===== src/rtl/sar_pkg.sv =====
package sar_pkg;
   typedef enum logic {
      SAR_ADD = 1'b0,
      SAR_SUB = 1'b1
   } sar_op_e;

   typedef enum logic {
      SAR_SLOT_VAR  = 1'b0,
      SAR_SLOT_MEAS = 1'b1
   } sar_slot_e;
endpackage


===== src/rtl/sar_opmem.sv =====
module sar_opmem #(
   parameter int P  = 4,
   parameter int W  = 32,
   parameter int IW = 3
) (
   input  logic          clk,
   input  logic          rst_n,
   input  logic          we,
   input  logic [IW-1:0] widx,
   input  logic          wslot,
   input  logic [W-1:0]  wdata,
   input  logic [IW-1:0] ridx,
   output logic [W-1:0]  rvar,
   output logic [W-1:0]  rmeas
);
   localparam int DEPTH = 2 * P;

   initial begin
      assert (P >= 1 && (P + 1) <= (1 << IW))
         else $error("sar_opmem: index width cannot hold 1..P");
   end

   logic [W-1:0] words [DEPTH];
   logic         w_ok;
   logic         r_ok;
   int unsigned  w_addr;
   int unsigned  r_base;

   assign w_ok   = (widx != '0) && (int'(widx) <= P);
   assign r_ok   = (ridx != '0) && (int'(ridx) <= P);
   assign w_addr = 2 * (int'(widx) - 1) + int'(wslot);
   assign r_base = 2 * (int'(ridx) - 1);

   always_ff @(posedge clk) begin
      if (!rst_n) begin
         for (int i = 0; i < DEPTH; i++) words[i] <= '0;
      end else if (we && w_ok) begin
         words[w_addr[$clog2(DEPTH+1)-1:0]] <= wdata;
      end
   end

   always_comb begin
      rvar  = '0;
      rmeas = '0;
      if (r_ok) begin
         rvar  = words[r_base[$clog2(DEPTH+1)-1:0]];
         rmeas = words[r_base[$clog2(DEPTH+1)-1:0] + 1'b1];
      end
   end
endmodule


===== src/rtl/sar_addpipe.sv =====
module sar_addpipe #(
   parameter int W   = 32,
   parameter int LAT = 12,
   parameter bit SAT = 1'b1
) (
   input  logic         clk,
   input  logic         rst_n,
   input  logic         in_vld,
   input  logic         in_sub,
   input  logic         in_tag,
   input  logic [W-1:0] a,
   input  logic [W-1:0] b,
   output logic         out_vld,
   output logic         out_tag,
   output logic [W-1:0] out_sum
);
   localparam logic [W-1:0] MAXV = {1'b0, {(W-1){1'b1}}};
   localparam logic [W-1:0] MINV = {1'b1, {(W-1){1'b0}}};

   initial begin
      assert (LAT >= 2) else $error("sar_addpipe: LAT must be at least 2");
   end

   logic [W:0]   wide;
   logic [W-1:0] res0;
   logic         vld [LAT];
   logic         tag [LAT];
   logic [W-1:0] dat [LAT];

   assign wide = in_sub ? ({a[W-1], a} - {b[W-1], b})
                        : ({a[W-1], a} + {b[W-1], b});

   generate
      if (SAT) begin : g_sat
         always_comb begin
            if (wide[W] != wide[W-1]) res0 = wide[W] ? MINV : MAXV;
            else                      res0 = wide[W-1:0];
         end
      end else begin : g_wrap
         assign res0 = wide[W-1:0];
      end
   endgenerate

   always_ff @(posedge clk) begin
      if (!rst_n) begin
         vld[0] <= 1'b0;
         tag[0] <= 1'b0;
         dat[0] <= '0;
      end else begin
         vld[0] <= in_vld;
         tag[0] <= in_tag;
         dat[0] <= res0;
      end
   end

   for (genvar s = 1; s < LAT; s++) begin : g_stage
      always_ff @(posedge clk) begin
         if (!rst_n) begin
            vld[s] <= 1'b0;
            tag[s] <= 1'b0;
            dat[s] <= '0;
         end else begin
            vld[s] <= vld[s-1];
            tag[s] <= tag[s-1];
            dat[s] <= dat[s-1];
         end
      end
   end

   assign out_vld = vld[LAT-1];
   assign out_tag = tag[LAT-1];
   assign out_sum = dat[LAT-1];

   p_sum_pulse_r2: assert property (@(posedge clk) disable iff (!rst_n)
      out_vld |=> !out_vld);
endmodule


===== src/rtl/sar_recip.sv =====
module sar_recip #(
   parameter int W    = 32,
   parameter int FRAC = 16,
   parameter int LAT  = 30,
   parameter int BPC  = 2
) (
   input  logic         clk,
   input  logic         rst_n,
   input  logic         load,
   input  logic [W-1:0] den,
   output logic         valid,
   output logic [W-1:0] res,
   output logic         dbz
);
   localparam int NUMW  = 2 * FRAC + 1;
   localparam int NITER = (NUMW + BPC - 1) / BPC;
   localparam int SHW   = NITER * BPC;
   localparam int DW    = W + 1;
   localparam int CW    = $clog2(LAT + 1);
   localparam int ITW   = $clog2(NITER + 1);
   localparam logic [W-1:0]   MAXV  = {1'b0, {(W-1){1'b1}}};
   localparam logic [SHW-1:0] ONE_N = SHW'(1) << (2 * FRAC);

   initial begin
      assert (LAT >= NITER + 2) else $error("sar_recip: LAT too short for BPC");
      assert (SHW > W) else $error("sar_recip: quotient narrower than result");
   end

   logic [SHW-1:0] num_q, num_n;
   logic [SHW-1:0] quo_q, quo_n;
   logic [DW-1:0]  rem_q, rem_n;
   logic [DW-1:0]  dmag;
   logic           neg, zero;
   logic [CW-1:0]  cnt;
   logic [ITW-1:0] iter;
   logic [SHW-1:0] clamp;
   logic [DW-1:0]  den_ext;

   assign den_ext = {den[W-1], den};

   always_comb begin
      num_n = num_q;
      quo_n = quo_q;
      rem_n = rem_q;
      for (int s = 0; s < BPC; s++) begin
         rem_n = {rem_n[DW-2:0], num_n[SHW-1]};
         num_n = num_n << 1;
         if (rem_n >= dmag) begin
            rem_n = rem_n - dmag;
            quo_n = {quo_n[SHW-2:0], 1'b1};
         end else begin
            quo_n = {quo_n[SHW-2:0], 1'b0};
         end
      end
   end

   always_comb begin
      if (zero || quo_q > SHW'(MAXV)) clamp = SHW'(MAXV);
      else                            clamp = quo_q;
   end

   always_ff @(posedge clk) begin
      if (!rst_n) begin
         num_q <= '0;  quo_q <= '0;  rem_q <= '0;  dmag <= '0;
         neg   <= 1'b0; zero <= 1'b0; cnt <= '0;  iter <= '0;
         valid <= 1'b0; res  <= '0;   dbz <= 1'b0;
      end else if (load) begin
         num_q <= ONE_N;
         quo_q <= '0;
         rem_q <= '0;
         dmag  <= den[W-1] ? (~den_ext + 1'b1) : den_ext;
         neg   <= den[W-1];
         zero  <= (den == '0);
         cnt   <= CW'(LAT - 1);
         iter  <= '0;
         valid <= 1'b0;
         dbz   <= 1'b0;
      end else begin
         valid <= 1'b0;
         dbz   <= 1'b0;
         if (cnt != '0) begin
            cnt <= cnt - 1'b1;
            if (cnt > CW'(1) && iter < ITW'(NITER)) begin
               num_q <= num_n;
               quo_q <= quo_n;
               rem_q <= rem_n;
               iter  <= iter + 1'b1;
            end
            if (cnt == CW'(1)) begin
               valid <= 1'b1;
               dbz   <= zero;
               res   <= (neg && !zero) ? (~clamp[W-1:0] + 1'b1) : clamp[W-1:0];
            end
         end
      end
   end

   p_iter_done_r5: assert property (@(posedge clk) disable iff (!rst_n)
      (cnt == CW'(1)) |-> (iter == ITW'(NITER)));
   p_dbz_strobe_r6: assert property (@(posedge clk) disable iff (!rst_n)
      dbz |-> valid);
   p_dbz_max_r6: assert property (@(posedge clk) disable iff (!rst_n)
      dbz |-> (res == MAXV));
endmodule


===== src/rtl/sar_unit.sv =====
module sar_unit #(
   parameter int W       = 32,
   parameter int FRAC    = 16,
   parameter int P       = 4,
   parameter int IW      = 3,
   parameter int ADD_LAT = 12,
   parameter int DIV_LAT = 30,
   parameter int BPC     = 2,
   parameter bit SAT     = 1'b1
) (
   input  logic          clk,
   input  logic          rst_n,
   input  logic          start,
   input  logic          op_sub,
   input  logic          op_recip,
   input  logic [IW-1:0] sensor_idx,
   input  logic [W-1:0]  reduce_in,
   input  logic          wr_en,
   input  logic [IW-1:0] wr_idx,
   input  logic          wr_meas,
   input  logic [W-1:0]  wr_data,
   output logic          busy,
   output logic          sum_valid,
   output logic [W-1:0]  sum_out,
   output logic          recip_valid,
   output logic [W-1:0]  recip_out,
   output logic          div_by_zero
);
   import sar_pkg::*;

   localparam int TOT = ADD_LAT + DIV_LAT;
   localparam int CTW = $clog2(TOT + 2);

   initial begin
      assert (FRAC > 0 && FRAC < W) else $error("sar_unit: bad FRAC");
   end

   logic [W-1:0]   st_var, st_meas, op_a;
   logic           accept;
   logic           sum_tag;
   logic [CTW-1:0] life;
   sar_op_e        op_kind;

   assign op_kind = sar_op_e'(op_sub);
   assign op_a    = (op_kind == SAR_SUB) ? st_meas : st_var;
   assign accept  = start && !busy;
   assign busy    = life > CTW'(1);

   always_ff @(posedge clk) begin
      if (!rst_n)            life <= '0;
      else if (accept)       life <= op_recip ? CTW'(TOT) : CTW'(ADD_LAT);
      else if (life != '0)   life <= life - 1'b1;
   end

   sar_opmem #(.P(P), .W(W), .IW(IW)) u_mem (
      .clk(clk), .rst_n(rst_n),
      .we(wr_en), .widx(wr_idx), .wslot(wr_meas), .wdata(wr_data),
      .ridx(sensor_idx), .rvar(st_var), .rmeas(st_meas)
   );

   sar_addpipe #(.W(W), .LAT(ADD_LAT), .SAT(SAT)) u_add (
      .clk(clk), .rst_n(rst_n),
      .in_vld(accept), .in_sub(op_kind == SAR_SUB), .in_tag(op_recip),
      .a(op_a), .b(reduce_in),
      .out_vld(sum_valid), .out_tag(sum_tag), .out_sum(sum_out)
   );

   sar_recip #(.W(W), .FRAC(FRAC), .LAT(DIV_LAT), .BPC(BPC)) u_rcp (
      .clk(clk), .rst_n(rst_n),
      .load(sum_valid && sum_tag), .den(sum_out),
      .valid(recip_valid), .res(recip_out), .dbz(div_by_zero)
   );

   p_busy_end_r7: assert property (@(posedge clk) disable iff (!rst_n)
      $fell(busy) |-> (sum_valid || recip_valid));
   p_strobe_excl_r5: assert property (@(posedge clk) disable iff (!rst_n)
      recip_valid |-> !sum_valid);
   p_idle_at_strobe_r7: assert property (@(posedge clk) disable iff (!rst_n)
      recip_valid |-> !busy);
endmodule


===== config.mk =====
export PLATFORM = sky130hd
export DESIGN_NAME = sar_unit
export DESIGN_NICKNAME = d
export VERILOG_FILES = /design/src/rtl/sar_pkg.sv /design/src/rtl/sar_opmem.sv /design/src/rtl/sar_addpipe.sv /design/src/rtl/sar_recip.sv /design/src/rtl/sar_unit.sv
export SDC_FILE = /design/constraint.sdc
export NUM_CORES = 1
export LEC_CHECK = 0
export BUFFER_PORTS_ARGS = -buffer_cell sky130_fd_sc_hd__clkbuf_2
export CORE_UTILIZATION = 61
export CTS_BUF_LIST = sky130_fd_sc_hd__clkbuf_8 sky130_fd_sc_hd__clkbuf_16
export CTS_CLUSTER_DIAMETER = 150
export DETAILED_ROUTE_END_ITERATION = 10
export GPL_ROUTABILITY_DRIVEN = 0
export PLACE_DENSITY = 0.83
export SLEW_MARGIN = 10
export SYNTH_ARGS = -nofsm -noshare
export SYNTH_HDL_FRONTEND = slang
export SYNTH_SLANG_ARGS = --single-unit

===== constraint.sdc =====
create_clock -name clk -period 7.2 [get_ports clk]
set_input_delay 1.08 -clock clk [delete_from_list [all_inputs] [get_ports clk]]
set_output_delay 1.08 -clock clk [all_outputs]
set_load 0.01 [all_outputs]

==> qor.txt, run 1 <==
P&R area growth vs syn - 11.0%
number of max-slew violations in the final report - 0
kind of launch point of the worst setup path - flip-flop
Crit Path Class - flip-flop to flip-flop
kind of end point of the critical path - flip-flop
crit path max-delay cell type - nor3_1
sequential fraction of the synthesis area - 52.6%
mean routed wirelength per cell - 19.3 um
Main synth FF type - dfxtp_1
Min-Delay Path Depth - 1
Worst Setup Slack, final - 1010 ps
setup TNS after final layout - 0 ps
layout cells sized above 1 - 12.5%
detailed placer's ending HPWL - 52.6 mm
GR Overflow Total - 0
fmax - 161 MHz
leading cell type in the layout, fill and taps excluded - and2_1
largest fanout on the critical path - 29
number of antenna violations at the first check in global routing - 4
worst hold start - u_add.tag[0][3]$_DFF_P_
end of the worst hold path - u_add.tag[1][0]$_DFF_P_
launch point of the worst reg-to-reg path - u_rcp.dmag[1]$_SDFFE_PN0P_
cell area after layout - 39900 um^2
Max-Cap Viols - 0
Leak - 16.1 nW
longest individual stage delay on the worst path - 740 ps
total buffers and inverters traversed by the critical path - 3
net count of the mapped netlist - 3608
largest net degree at the start of global routing - 292
clock latency on the worst-skew pair - 640 ps
Final #Nets - 3657
number of top-level pins - 145
synthesized instance count - 3421
worst slack, placed - 1210 ps
Total Die Area - 59900 um^2
DRC viols - 0
via count of the first global-routing pass - 24256
endpoint of the most critical register-to-register path - u_rcp.rem_q[21]$_SDFFE_PP0P_
total power divided by cell area - 421 nW/um^2
final core occ - 68.9%
number of cells upsized or downsized after cts - 0
CTS max path bufs - 3
row cnt - 88
mean instance size in the synthesized netlist - 10.5 um^2
number of H-tree branching levels - 3
clock root cell - clkbuf_16
RSZ-0062 raised after global routing - false
post-route fraction of the period consumed by the critical path - 86.0%
number of port buffers - 144
depth of the worst register-to-register path - 22
final wirelength - 83.0 mm
worst hold path class - flip-flop to flip-flop
Slew @ Worst Pin - 1060 ps
outcome - completed
DRC violation total after the first TritonRoute iteration - 2273
vias per inst - 5.85
clock tree from TritonCTS - built
DP Area - 37100 um^2
count of hold-fix buffers inserted at cts - 0
floorplan die height - 245 um
max_slew headroom - 29.0%
required time of the critical path - 7780 ps
setup fix buffers added after clock tree synthesis - 0
clk_skew - 41.4 ps
Max rail drop VDD - 0.000577 V
Design Power - 16.8 mW
register-to-register path setup slack - 1010 ps
initial cell density of the core - 62.1%
data arrival time of the worst path - 6770 ps
die extent in x - 245 um
most frequent cells in the layout - 576 x and2_1, 560 x dfxtp_1, 256 x edfxtp_1
final setup violating endpoints - 0
Core Box Area - 57900 um^2
Async S/R FF share, synth - 0%
Netlist Area Pre-Place - 35900 um^2
Final Hold Viols - 0
final antenna-violating net count - 0
synth warn - 0
first-pass GRT wire length - 130 mm
post-CTS clock slew at the launch and capture registers of the worst setup and hold paths - 60 ps
Netlist cell types - 88
register bit count reported by yosys - 816
count of flip-flops with a built-in enable after synthesis - 256
# fillers - 4168
Num CTS Buffers - 81
kind of cell adding the most delay to the critical path - compound AO/OA/AOI/OAI gates
worst path cell trace - inv_1, ha_1, nor2b_1, o31a_1, o21ai_1, a2111oi_2, nor3_1, o31ai_4, buf_4, nor2_1, a21oi_1, ha_1, a21o_1, a21o_1, a21oi_1, nor3b_1, a211oi_1, o21a_1, nor3_1, buf_4, a32oi_1, o21ai_0
clock sink count - 816
vias - 25194
shortest period the worst path allows - 6190 ps
gr usage total - 27.5%
First-pass DRT Iterations - 6
## Yosys cell counts (8+ instances only)
cell	instances	area share, %
mux2i_1	43	1.2
a21oi_1	224	3.1
and3_1	79	1.4
o21ai_1	9	0.13
o21a_1	12	0.25
o21ai_0	134	1.9
buf_4	37	0.77
a21o_1	57	1.2
xor2_1	66	1.6
nor4_1	18	0.31
and2_1	578	10
dfxtp_1	560	31
edfxtp_1	256	21
or3_1	15	0.26
o31ai_1	15	0.31
nor3_1	44	0.61
buf_1	23	0.24
nand3_1	34	0.47
a31oi_1	12	0.21
inv_1	70	0.73
nor2_1	230	2.4
or2_2	8	0.14
ha_1	107	3.7
nand2b_1	24	0.42
mux4_2	64	4.0
clkbuf_1	157	1.6
nand4_1	19	0.33
nand2_1	199	2.1
o211ai_1	13	0.27
mux2_2	15	0.47
o21bai_1	13	0.27
a211oi_1	53	1.1
xnor2_1	95	2.3
nor2b_1	18	0.31
## sequential cells by signal (all words and copies together) (netlist names), 5 cells and up
name / flops
life: 6
u_add.tag: 12
u_rcp.rem_q: 32
u_mem.words: 256
u_rcp.res: 32
u_add.vld: 12
u_add.dat: 384
u_rcp.cnt: 5
u_rcp.dmag: 33
u_rcp.iter: 5
u_rcp.quo_q: 34
## per-stage QoR
stage,cells,hold WS [ps]
global placement,4152,413
detailed placement,4152,417
finish,4305,401
floorplan,3421,412
global route,4305,427
CTS,4302,400
## cells by family after synthesis
| group | share of synthesized area, % |
|---|---|
| flip-flops | 52.6 |
| AO/OA/AOI/OAI | 10.7 |
| adder cells (fa/ha/maj) | 3.89 |
| buffers and inverters | 3.45 |
| AND/OR/NAND/NOR | 19.7 |
| multiplexers | 5.68 |
| XOR/XNOR | 4.01 |
## worst max-delay path by stage
stage | cells past startpoint | startpoint | end | slack, ps
2_1_floorplan | 22 | sensor_idx[0] | u_add.dat[0][9]$_SDFF_PN0_ | 1210
3_3_place_gp | 21 | u_rcp.dmag[1]$_SDFFE_PN0P_ | u_rcp.rem_q[21]$_SDFFE_PP0P_ | 1260
3_5_place_dp | 22 | u_rcp.dmag[0]$_SDFFE_PN0P_ | u_rcp.rem_q[21]$_SDFFE_PP0P_ | 1210
4_1_cts | 21 | u_rcp.dmag[1]$_SDFFE_PN0P_ | u_rcp.rem_q[21]$_SDFFE_PP0P_ | 1180
5_1_grt | 22 | u_rcp.dmag[16]$_SDFFE_PN0P_ | u_rcp.rem_q[21]$_SDFFE_PP0P_ | 650
6_report | 22 | u_rcp.dmag[1]$_SDFFE_PN0P_ | u_rcp.rem_q[21]$_SDFFE_PP0P_ | 1010
## routing by layer
metal / track usage [%] / share of wire (%)
met2: 46.8 / 49
met1: 33.4 / 39
met4: 13.4 / 4.4
met5: 0 / 0.014
met3: 5.26 / 7.5
## layout make-up
| cell class | instances | area [um^2] | share of cell area [%] |
|---|---|---|---|
| flip-flops and latches | 816 | 18900 | 47.4 |
| inverters | 71 | 267 | 0.668 |
| well taps | 765 | 957 | 2.40 |
| multi-input cells | 2313 | 15900 | 39.7 |
| diodes | 3 | 7.51 | 0.0188 |
| repair buffers | 187 | 1090 | 2.74 |
| clock inverters | 56 | 592 | 1.48 |
| clock buffers | 94 | 2220 | 5.56 |
## report_power, final
| group | total, mW | switching, mW | internal [mW] |
|---|---|---|---|
| sequential | 5.32 | 0.181 | 5.14 |
| combinational | 7.16 | 4.28 | 2.88 |
| clock | 4.33 | 1.84 | 2.49 |
| total | 16.8 | 6.30 | 10.5 |
Note: power is estimated with default switching activity, not from simulation.
==> inputs of run 2 (changes only) <==
--- a/config.mk
+++ b/config.mk
@@ -6,12 +6,13 @@
 export NUM_CORES = 1
 export LEC_CHECK = 0
 export BUFFER_PORTS_ARGS = -buffer_cell sky130_fd_sc_hd__clkbuf_2
-export CORE_UTILIZATION = 61
+export CORE_UTILIZATION = 55
 export CTS_BUF_LIST = sky130_fd_sc_hd__clkbuf_8 sky130_fd_sc_hd__clkbuf_16
 export CTS_CLUSTER_DIAMETER = 150
 export DETAILED_ROUTE_END_ITERATION = 10
 export GPL_ROUTABILITY_DRIVEN = 0
-export PLACE_DENSITY = 0.83
+export MAX_ROUTING_LAYER = met4
+export PLACE_DENSITY = 0.76
 export SLEW_MARGIN = 10
 export SYNTH_ARGS = -nofsm -noshare
 export SYNTH_HDL_FRONTEND = slang
==> run 2 against run 1 <==
Effect of this change:
- critical path depth decreased by 2
- first-iteration DRC count down 7.0%
- sequential cell count is the same
- sequential share of layout area about the same
- register-to-register slack better by 80 ps
- hold slack gained 12 ps
- clock power down 3%
- global-route usage down 2.4 points
- critical path type unchanged
- largest power group unchanged
==> qor.txt, run 2 (synthesized netlist as in run 1, its figures left out) <==
number of top-level pins - 145 (unchanged)
setup TNS after final layout - 0 ps (unchanged)
Max-Cap Viols - 0 (unchanged)
fmax - 164 MHz (+1.3%)
Num CTS Buffers - 80 (-1.2%)
CTS max path bufs - 3 (unchanged)
most frequent cells in the layout - 576 x and2_1, 560 x dfxtp_1, 256 x edfxtp_1
clock root cell - clkbuf_16
kind of launch point of the worst setup path - flip-flop
final wirelength - 82.2 mm (-0.97%)
register containing the most flip-flops in the final layout - u_add.dat
via count of the first global-routing pass - 23222 (-4.3%)
shortest period the worst path allows - 6120 ps (-77.3 ps)
Final Hold Viols - 0 (unchanged)
initial cell density of the core - 55.8% (-6.3 points)
Final #Nets - 3654 (-0.082%)
number of H-tree branching levels - 3 (unchanged)
Core Box Area - 64500 um^2 (+11%)
row cnt - 93 (+5.7%)
DRC viols - 0 (unchanged)
clock latency on the worst-skew pair - 640 ps (about the same)
First-pass DRT Iterations - 5 (-1)
max_slew headroom - 15.5% (-14 points)
worst hold path class - flip-flop to flip-flop
count of hold-fix buffers inserted at cts - 0 (unchanged)
die extent in x - 258 um (+5.3%)
number of port buffers - 144 (unchanged)
final core occ - 61.8% (-7.0 points)
total power divided by cell area - 415 nW/um^2 (-1.4%)
register area - 18900 um^2 (unchanged)
DP Area - 37100 um^2 (+0.20%)
leading cell type in the layout, fill and taps excluded - and2_1
post-CTS clock slew at the launch and capture registers of the worst setup and hold paths - 60 ps (about the same)
setup fix buffers added after clock tree synthesis - 0 (unchanged)
Slew @ Worst Pin - 1270 ps (+202 ps)
RSZ-0062 raised after global routing - false
final antenna-violating net count - 0 (unchanged)
# fillers - 5215 (+25%)
DRC violation total after the first TritonRoute iteration - 2114 (-7.0%)
GR Overflow Total - 0 (unchanged)
Crit Path Class - flip-flop to flip-flop
kind of end point of the critical path - flip-flop
vias per inst - 5.60 (-4.3%)
area of the multi-input gates - 15800 um^2 (about the same)
required time of the critical path - 7780 ps (about the same)
layout cells sized above 1 - 12.6% (+0.042 points)
Leak - 16.0 nW (-0.41%)
detailed placer's ending HPWL - 53.5 mm (+1.8%)
data arrival time of the worst path - 6700 ps (-70 ps)
cell area after layout - 39900 um^2 (about the same)
floorplan die height - 258 um (+5.3%)
Max rail drop VDD - 0.000431 V (-25%)
number of cells upsized or downsized after cts - 0 (unchanged)
vias - 24637 (-2.2%)
largest fanout on the critical path - 26 (-10%)
P&R area growth vs syn - 10.9% (about the same)
max FFs per register - 384 (unchanged)
clk_skew - 35.7 ps (-5.73 ps)
outcome - completed
clock tree from TritonCTS - built
post-route fraction of the period consumed by the critical path - 84.9% (-1.1 points)
number of antenna violations at the first check in global routing - 12 (+8)
Largest regs - u_add.dat x384, u_mem.words x256, u_rcp.quo_q x34
Total Die Area - 66400 um^2 (+11%)
first-pass GRT wire length - 127 mm (-1.8%)
clock sink count - 816 (unchanged)
final setup violating endpoints - 0 (unchanged)
mean routed wirelength per cell - 18.7 um (-3.1%)
gr usage total - 25.1% (-2.4 points)
largest net degree at the start of global routing - 294 (+0.68%)
number of max-slew violations in the final report - 0 (unchanged)
## run 2: worst paths after layout
check	slack (ps)	end	from	cells after the start
hold / removal	410	u_add.tag[2][2]$_DFF_P_	u_add.tag[2][1]$_DFF_P_	1
setup / recovery	1080	u_rcp.rem_q[19]$_SDFFE_PP0P_	u_rcp.dmag[1]$_SDFFE_PN0P_	20
hold reg to reg	410	u_add.tag[2][2]$_DFF_P_	u_add.tag[2][1]$_DFF_P_	1
setup reg to reg	1080	u_rcp.rem_q[19]$_SDFFE_PP0P_	u_rcp.dmag[1]$_SDFFE_PN0P_	20
## run 2: metrics by stage
stage | hold slack (ps) | power, mW | cells | worst slack (ps)
after global placement | 413 | 12.2 | 4240 | 966
after CTS | 413 | 16.5 | 4388 | 1230
final | 413 | 16.6 | 4400 | 1080
after floorplan | 412 | 10.7 | 3421 | 1210
after global routing | 436 | 17.5 | 4400 | 785
after detailed placement | 417 | 12.3 | 4240 | 764
## run 2: routing by layer
metal / vias up / global-route usage [%] / part of all wire [%]
met4: 0 / 11.6 / 4.4
met3: 209 / 4.65 / 6.6
met5: - / - / 0
met2: 871 / 40.0 / 47
li1: 11991 / - / -
met1: 11566 / 30.9 / 42
## run 2: worst max-delay path, stage by stage, from the launching register on
cell and delay, ps:
dfxtp_1 380, inv_1 110, ha_1 310, nor2b_1 170, o31a_1 170, o21ai_1 100, a2111oi_2 550, nor3_1 210
o31ai_4 450, buf_4 360, mux2_2 390, ha_1 260, a21o_1 200, a21o_1 170, a21oi_1 190, nor3b_1 410
a211oi_1 210, o21a_1 390, nor3_1 780, nand2_1 140, nand2_1 110
## run 2: final cells by class
cell class                 count  share of cell area, %
multi-input combinational   2313                   39.8
clock inverter                55                   1.25
tap                          855                   2.68
clock buffer                  93                   5.53
inverter                      71                  0.669
antenna                       12                 0.0753
timing repair buffer         185                   2.64
sequential                   816                   47.4
## run 2: power by group
group          switching (mW)  internal (mW)  total [mW]
registers               0.173           5.14        5.31
logic                    4.23           2.82        7.05
clock network            1.83           2.37        4.20
total                    6.24           10.3        16.6
==> inputs of run 3 (changes only) <==
==> constraint.sdc (replaced) <==
create_clock -name clk -period 6.38 [get_ports clk]
set_input_delay 0.957 -clock clk [delete_from_list [all_inputs] [get_ports clk]]
set_output_delay 0.957 -clock clk [all_outputs]
set_load 0.01 [all_outputs]
==> run 3 against run 2 <==
Effect of this change:
- clock power increased by 12%
- core utilization about the same
- sequential share of layout area about the same
- power increased by 13%
- largest cell class unchanged
==> qor.txt, run 3 (synthesized netlist as in run 1, its figures left out) <==
layout cells sized above 1 - 12.3% (-0.25 points)
number of non-filler instances in the completed layout - 4401 (+0.023%)
floorplan die height - 258 um (unchanged)
Max rail drop VDD - 0.000764 V (+77%)
initial cell density of the core - 55.8% (unchanged)
setup fix buffers added after clock tree synthesis - 0 (unchanged)
number of cells upsized or downsized after cts - 0 (unchanged)
DRC viols - 0 (unchanged)
max_slew headroom - 29.1% (+14 points)
Max-Cap Viols - 0 (unchanged)
RSZ-0062 raised after global routing - false
Final Hold Viols - 0 (unchanged)
critical path launch point - u_rcp.dmag[16]$_SDFFE_PN0P_
Critical path destination - u_rcp.rem_q[30]$_SDFFE_PP0P_
Largest regs - u_add.dat x384, u_mem.words x256, u_rcp.quo_q x34
most frequent cells in the layout - 576 x and2_1, 560 x dfxtp_1, 256 x edfxtp_1
leading cell type in the layout, fill and taps excluded - and2_1
DRC violation total after the first TritonRoute iteration - 2091 (-1.1%)
Worst Setup Slack, final - 448 ps (-636 ps)
required time of the critical path - 6920 ps (-860 ps)
final wirelength - 81.2 mm (-1.2%)
CTS max path bufs - 3 (unchanged)
first-pass GRT wire length - 127 mm (-0.12%)
Leak - 16.1 nW (+0.14%)
fmax - 169 MHz (+3.1%)
shortest period the worst path allows - 5930 ps (-184 ps)
depth of the worst register-to-register path - 21 (+5.0%)
clk_skew - 46.2 ps (+10.5 ps)
clock sink count - 816 (unchanged)
via count of the first global-routing pass - 23543 (+1.4%)
cell area after layout - 39900 um^2 (about the same)
DP Area - 37200 um^2 (+0.13%)
data arrival time of the worst path - 6480 ps (-220 ps)
max FFs per register - 384 (unchanged)
GR Overflow Total - 0 (unchanged)
detailed placer's ending HPWL - 53.5 mm (about the same)
final setup violating endpoints - 0 (unchanged)
number of H-tree branching levels - 3 (unchanged)
post-route fraction of the period consumed by the critical path - 93.0% (+8.0 points)
clock latency on the worst-skew pair - 650 ps (about the same)
clock root cell - clkbuf_16
Num CTS Buffers - 81 (+1.3%)
Total Die Area - 66400 um^2 (unchanged)
number of antenna violations at the first check in global routing - 7 (-5)
worst-case hold slack - 413 ps (+0.563 ps)
final antenna-violating net count - 0 (unchanged)
First-pass DRT Iterations - 5 (unchanged)
Core Box Area - 64500 um^2 (unchanged)
gr usage total - 24.9% (-0.21 points)
largest net degree at the start of global routing - 138 (-53%)
number of port buffers - 144 (unchanged)
Crit Path Class - flip-flop to flip-flop
Design Power - 18.6 mW (+13%)
row cnt - 93 (unchanged)
number of max-slew violations in the final report - 0 (unchanged)
vias - 24695 (+0.24%)
post-CTS clock slew at the launch and capture registers of the worst setup and hold paths - 70 ps (about the same)
clock tree from TritonCTS - built
number of top-level pins - 145 (unchanged)
die extent in x - 258 um (unchanged)
kind of launch point of the worst setup path - flip-flop
Slew @ Worst Pin - 1060 ps (-212 ps)
kind of end point of the critical path - flip-flop
largest fanout on the critical path - 28 (+7.7%)
launch point of the worst reg-to-reg path - u_rcp.dmag[16]$_SDFFE_PN0P_
outcome - completed
final core occ - 61.8% (about the same)
count of hold-fix buffers inserted at cts - 0 (unchanged)
worst hold path class - flip-flop to flip-flop
worst slack, placed - 643 ps (-121 ps)
number of placed cells counting well taps - 4245 (+0.12%)
P&R area growth vs syn - 10.9% (about the same)
register containing the most flip-flops in the final layout - u_add.dat
register-to-register path setup slack - 450 ps (-640 ps)
total power divided by cell area - 467 nW/um^2 (+13%)
endpoint of the most critical register-to-register path - u_rcp.rem_q[30]$_SDFFE_PP0P_
setup TNS after final layout - 0 ps (unchanged)
mean routed wirelength per cell - 18.4 um (-1.2%)
Final #Nets - 3660 (+0.16%)
vias per inst - 5.61 (+0.21%)
## run 3: worst max-delay path: stages, from the launching register on
cell      delay, ps
dfxtp_1         330
inv_1            70
ha_1            410
nand4_1         260
nor4_1          630
a41oi_1         220
o211ai_1        130
a21oi_1         150
o31ai_4          80
buf_4           350
mux2_2          390
ha_1            340
nand3_1         210
o21ai_0         580
a21oi_1         290
a31o_2          320
o311ai_0        360
buf_4           210
a221oi_1         80
xor2_1          150
o21ai_0         100
a21o_1          150
## run 3: cell type report
cell class | instances | area [um^2]
well taps | 855 | 1070
fillers | 5149 | 24600
multi-input cells | 2313 | 15800
repair buffers | 190 | 1100
flip-flops and latches | 816 | 18900
diodes | 7 | 17.5
clock inverters | 62 | 553
inverters | 71 | 267
clock buffers | 87 | 2110
## run 3: worst min-delay path by stage
stage / startpoint / endpoint / slack [ps] / depth (start not counted)
after global placement: u_add.dat[1][125]$_SDFF_PN0_ / u_add.dat[2][29]$_SDFF_PN0_ / 410 / 1
after global routing: u_add.dat[1][56]$_SDFF_PN0_ / u_add.dat[1][88]$_SDFF_PN0_ / 420 / 1
after CTS: u_add.dat[1][13]$_SDFF_PN0_ / u_add.dat[1][45]$_SDFF_PN0_ / 410 / 1
final: u_add.dat[1][73]$_SDFF_PN0_ / u_add.dat[1][105]$_SDFF_PN0_ / 410 / 1
after detailed placement: u_add.dat[0][69]$_SDFF_PN0_ / u_add.dat[0][101]$_SDFF_PN0_ / 420 / 1
after floorplan: u_add.dat[0][68]$_SDFF_PN0_ / u_add.dat[0][100]$_SDFF_PN0_ / 410 / 1
## run 3: layer usage
layer	track usage [%]	routed length, um	part of all wire (%)
met1	30.6	33800	42
met2	40.6	39100	48
met3	3.95	4950	6.1
met4	10.8	3380	4.2
met5	-	0	0
## run 3: power breakdown
part	internal, mW	switching, mW
clock	2.63	2.07
sequential	5.80	0.190
combinational	3.17	4.78
